`src/rtl/rsync_pkg.sv`:
```
package rsync_pkg;
  typedef struct packed {
    logic p;
    logic q;
  } fey_out_t;

  typedef struct packed {
    logic p;
    logic q;
    logic r;
  } tof_out_t;
endpackage

```
`src/rtl/rsync_feynman.sv`:
```
module rsync_feynman
  import rsync_pkg::*;
(
  input  logic     a,
  input  logic     b,
  output fey_out_t o
);
  always_comb begin
    o.p = a;
    o.q = a ^ b;
  end
endmodule

```
`src/rtl/rsync_toffoli.sv`:
```
module rsync_toffoli
  import rsync_pkg::*;
(
  input  logic     a,
  input  logic     b,
  input  logic     c,
  output tof_out_t o
);
  always_comb begin
    o.p = a;
    o.q = b;
    o.r = (a & b) ^ c;
  end
endmodule

```
`src/rtl/rsync_tstage.sv`:
```
module rsync_tstage (
  input  logic clk,
  input  logic rst,
  input  logic t,
  output logic q
);
  always_ff @(posedge clk) begin
    if (rst) q <= 1'b0;
    else if (t) q <= ~q;
  end

  AST_STAGE_HOLD: assert property (@(posedge clk) disable iff (rst)
    !t |=> $stable(q));
  AST_STAGE_TOGGLE: assert property (@(posedge clk) disable iff (rst)
    t |=> (q != $past(q)));
endmodule

```
`src/rtl/rsync_upcnt.sv`:
```
module rsync_upcnt
  import rsync_pkg::*;
#(
  parameter int WIDTH = 4
) (
  input  logic               clk,
  input  logic               rst,
  input  logic               en,
  output logic [WIDTH-1:0]   count,
  output logic [2*WIDTH-2:0] garbage
);
  localparam int GW = 2*WIDTH-1;
  localparam logic [WIDTH-1:0] ALL_ONES = {WIDTH{1'b1}};

  logic [WIDTH-1:0] q;
  logic [WIDTH-1:0] tog;
  logic [GW-1:0]    garb_c;

  assign tog[0] = en;

  genvar k;
  generate
    for (k = 0; k < WIDTH; k++) begin : g_stage
      rsync_tstage u_ff (.clk(clk), .rst(rst), .t(tog[k]), .q(q[k]));
      if (k < WIDTH-1) begin : g_chain
        fey_out_t fo;
        tof_out_t to;
        // copy Q[k]: one copy for the output, one for the AND chain
        rsync_feynman u_fan (.a(q[k]), .b(1'b0), .o(fo));
        rsync_toffoli u_and (.a(tog[k]), .b(fo.q), .c(1'b0), .o(to));
        assign tog[k+1]      = to.r;
        assign garb_c[2*k]   = to.p;
        assign garb_c[2*k+1] = to.q;
      end else begin : g_last
        assign garb_c[2*k] = q[k];
      end
    end
  endgenerate

  assign count = q;

  always_ff @(posedge clk) begin
    if (rst) garbage <= '0;
    else     garbage <= garb_c;
  end

  AST_RESET_CLEARS: assert property (@(posedge clk)
    rst |=> (count == '0));
  AST_HOLD_IDLE: assert property (@(posedge clk) disable iff (rst)
    !en |=> $stable(count));
  AST_INCREMENT: assert property (@(posedge clk) disable iff (rst)
    en |=> (count == $past(count) + 1'b1));
  AST_WRAP: assert property (@(posedge clk) disable iff (rst)
    (en && count == ALL_ONES) |=> (count == '0));
  AST_GARB_RESET: assert property (@(posedge clk)
    rst |=> (garbage == '0));
endmodule

```
`config.mk`:
```
export PLATFORM = sky130hd
export DESIGN_NAME = rsync_upcnt
export DESIGN_NICKNAME = d
export VERILOG_FILES = /design/src/rtl/rsync_pkg.sv /design/src/rtl/rsync_feynman.sv /design/src/rtl/rsync_toffoli.sv /design/src/rtl/rsync_tstage.sv /design/src/rtl/rsync_upcnt.sv
export SDC_FILE = /design/constraint.sdc
export NUM_CORES = 1
export LEC_CHECK = 0
export CORE_AREA = 2 2 39 41
export DETAILED_ROUTE_END_ITERATION = 6
export DIE_AREA = 0 0 41 43
export PLACE_DENSITY_LB_ADDON = 0.05
export SETUP_SLACK_MARGIN = 0.05
export SYNTH_ARGS = -nofsm -noshare
export SYNTH_HDL_FRONTEND = slang
export SYNTH_SLANG_ARGS = --single-unit
```
`constraint.sdc`:
```
create_clock -name clk -period 1.05 [get_ports clk]
set_input_delay 0.315 -clock clk [delete_from_list [all_inputs] [get_ports clk]]
set_output_delay 0.315 -clock clk [all_outputs]
set_load 0.05 [all_outputs]
```
# Word level (Yosys, flattened, before mapping)
# Cells that the tools add are included.
# totals
regBits,11
in_bits,3
out_inout_bits,11
wordCells,12
# classes
bitwise,7
# ops
operator,count
1-bit inverter,4
1-bit AND,3

# Depth between registers and ports, before layout
# logic_depth
word_depth,3
mapped_depth,3
depth_no_buf,2

# Hierarchy
# From an unflattened synthesis, not the netlist that was laid out.
# unflattened
hier_cells,45
area_unflattened_um2,449.2
# by_module_without_submodules
module,instances,cells_each,area_each_um2,seq_area_each_um2
rsync_upcnt,1,15,187.7,140.1
rsync_tstage,4,3,32.5,20.0
rsync_toffoli,3,4,27.5,0.0
rsync_feynman,3,2,16.3,0.0

# Least setup slack after synthesis
# No wires, ideal clock.
# synth_path
path_type,input to register
startpoint,in en
endpoint,reg g_stage[2].u_ff.q
setup_ns,0.121
arrival_ns,0.833
path_slack_ns,0.096
cell_stages,3
n_path_buf,1
path_cell_list,buf_4 -> nand3_1 -> mux2_4
# synth_via
elab_chain_len,2
# synth_rtl
item,line_no,source
start: declaration,rsync_upcnt.sv:8,"input logic en,"
1-bit AND (2 in series),rsync_toffoli.sv:12,o.r = (a & b) ^ c;
end signal: assignment,rsync_tstage.sv:9,else if (t) q <= ~q;
end: declaration,rsync_tstage.sv:5,output logic q
# Every way passes these cells.
# A chain may end at the register's enable or synchronous reset.

# Final worst setup path
# layout_path
startpoint,reg g_stage[0].u_ff.q
endpoint,out count[0]
# layout_rtl
item,line_no,source
start: declaration,rsync_tstage.sv:5,
start signal: assignment,rsync_tstage.sv:9,
end: declaration,rsync_upcnt.sv:9,"output logic [WIDTH-1:0] count,"
# No word-level cell between the ends.

==> impl_metrics.tcl <==
set metrics [dict create \
    status "finished, violations left" \
    violations "setup timing" \
    dr.pass1.iters 2 \
    fmaxAchievable_mhz 846.7 \
    die_area_um2 1763 \
    io_buffers 13 \
    yosysTopAreaCell "dfxtp_1" \
    syn-num-nets 40 \
    seq_area_frac_synth 0.5399 \
    diodes 0 \
    worstMarginPinSlew_ps 312.0 \
    finalSetupTns_ps -206.4 \
    synthTopCellsByArea "dfxtp_1, buf_4, nor2b_1, mux2_4, nor2_1" \
    grt_pass1_vias 309 \
    cts.sinks 11 \
    drtIter0Drc 2 \
    grt_use_total 0.1131 \
    critPathRequiredTime_ps 730 \
    max-slew-margin-rel 0.7920 \
    htreeDepth 1 \
    start_util 0.2948 \
    yosysWarnings 0 \
    coreArea_um2 1384 \
    placed_cell_area_um2 668.1 \
    fin_skew_ps 0.3424 \
    drc_errors 0 \
    timing.final.hold_violations 0 \
    hold_path_class "input port to flop" \
    leakagePower_nw 0.3286 \
    layoutNonFillerInstCount 74 \
    area_delta_synth_final_pct 87.12 \
    insertion_delay_ps 260 \
    wl_um 750 \
    post_drt_via_cell_ratio 4.216 \
    clk_path_buf_depth 2 \
    dp_hpwl_um 592.2 \
    antenna_found_initial 0 \
    ys_types 12 \
    grt-ovfl-total 0 \
    worstSetupEndpointType "output port" \
    critPathArrivalTime_ps 870 \
    setup_slack_ps -131.0 \
    nets 62 \
    ant_nets 0 \
    syn-instance-count 37 \
    vias 312 \
    rsz0062_at_grt "true" \
    final_cell_area_um2 763.2 \
    rows 14 \
    die_w_um 41 \
    netlist_area_um2 407.9 \
    yosysTopAreaCellShare 0.5399 \
    crit_type "flop to output port" \
    grt_pass1_wl_um 1262 \
    start_kind "flop" \
    place.gp.congestion 0.7643 \
    drive_above_1_share 0.7414 \
    cts_tree "done" \
    cts_buffers 3 \
    setup_viol 7 \
    root_buffer "clkbuf_4" \
    syn_area_per_cell_um2 11.02 \
    ios 14 \
    post-place-ws_ps -375.9 \
    min_period_ps 1181 \
    ys_ff_latch 11 \
    irDropWorstVdd_v 0.0005817 \
    grt_max_degree 9 \
    min_period_over_period 1.125 \
    cap_violations 0 \
    dpl.cell_count 66 \
    path_max_fanout 3 \
    maxSlewViolCount 0 \
    clk_pin_slew_ps 70 \
    power_density_nw_per_um2 1225 \
    die_h_um 43 \
    wire_per_inst_um 10.14 \
    holdBufCountCts 0 \
]
## Yosys cell counts (all sizes together)
cell type and instances:
a21bo 1, a21oi 1, buf 7, dfxtp 11, mux2 2, nand2 1
nand3 1, nand3b 1, nand4 1, nor2 4, nor2b 6, xnor2 1
## report_power, final
group	internal [mW]	switching (mW)
clock network	0.141	0.137
logic	0.111	0.0986
registers	0.432	0.0150
total	0.684	0.251
## per-layer routing
metal  GRT usage  part of all wire
met4     0.04000                 0
met3     0.08377             0.056
met2      0.1625              0.57
met1      0.1246              0.37
met5           0                 0
## what timing repair did
action / 4_1_cts / 5_1_grt
buffers inserted: 4 / 0
resized for setup: 21 / 0
setup endpoints to repair: 17 / 14
## layout by cell type (no fill, tap or decap)
| master | n |
|---|---|
| dfxtp_4 | 3 |
| nand2_1 | 1 |
| a21oi_2 | 1 |
| xnor2_1 | 1 |
| a21bo_2 | 1 |
| buf_6 | 2 |
| nand3_1 | 1 |
| clkinv_2 | 1 |
| nor2b_1 | 5 |
| nand3b_1 | 1 |
| dfxtp_2 | 8 |
| buf_12 | 11 |
| dlygate4sd2_1 | 2 |
| mux2_4 | 2 |
| buf_4 | 9 |
| clkbuf_4 | 3 |
| nand4_2 | 1 |
| nor2b_4 | 1 |
| nor2_1 | 4 |
## cells by family after synthesis
kind of cell              after synthesis  synth area share
and+or+nand+nor                        14            0.1994
buffers and inverters                   7            0.1288
xor gates and xnor gates                1           0.02148
AOI/OAI and AO/OA                       2           0.03680
DFF                                    11            0.5399
muxes                                   2           0.07362
## worst paths after layout
kind                                                  endpoint  cells after the start  slack, ps                           start
worst min-delay path                     garbage[1]$_SDFF_PP0_                      2        550                             rst
worst min register to register  g_stage[2].u_ff.q$_SDFFE_PP0P_                      2        620  g_stage[0].u_ff.q$_SDFFE_PP0P_
worst max-delay path                                  count[0]                      2       -130  g_stage[0].u_ff.q$_SDFFE_PP0P_
worst max register to register  g_stage[3].u_ff.q$_SDFFE_PP0P_                      3         50  g_stage[0].u_ff.q$_SDFFE_PP0P_
## flip-flops by register name, summed over array words and instances, names as in the netlist
signal,cells
g_stage.u_ff.q,4
garbage,7
## critical path, cell delays in order, from the launching register on
cell and delay [ps]:
dfxtp_4 360, buf_6 110, buf_12 130
## per-stage QoR
| step | utilization | total power, mW | hold WS [ps] |
|---|---|---|---|
| global route | 0.5515 | 0.9881 | 573.3 |
| CTS | 0.5515 | 0.9493 | 547.5 |
| detailed placement | 0.4828 | 0.6504 | 548.7 |
| finish | 0.5515 | 0.9352 | 552.0 |
| floorplan | - | 0.5619 | 475.9 |
| global placement | 0.4828 | 0.6483 | 532.2 |
## cell type report
type / count / area (um2)
multi-input cells: 19 / 146.4
fillers: 113 / 620.6
repair buffers: 24 / 327.8
flip-flops and latches: 11 / 241.5
well taps: 16 / 20.02
clock inverters: 1 / 5.005
clock buffers: 3 / 22.52
Power figures use the tool's default switching activity.
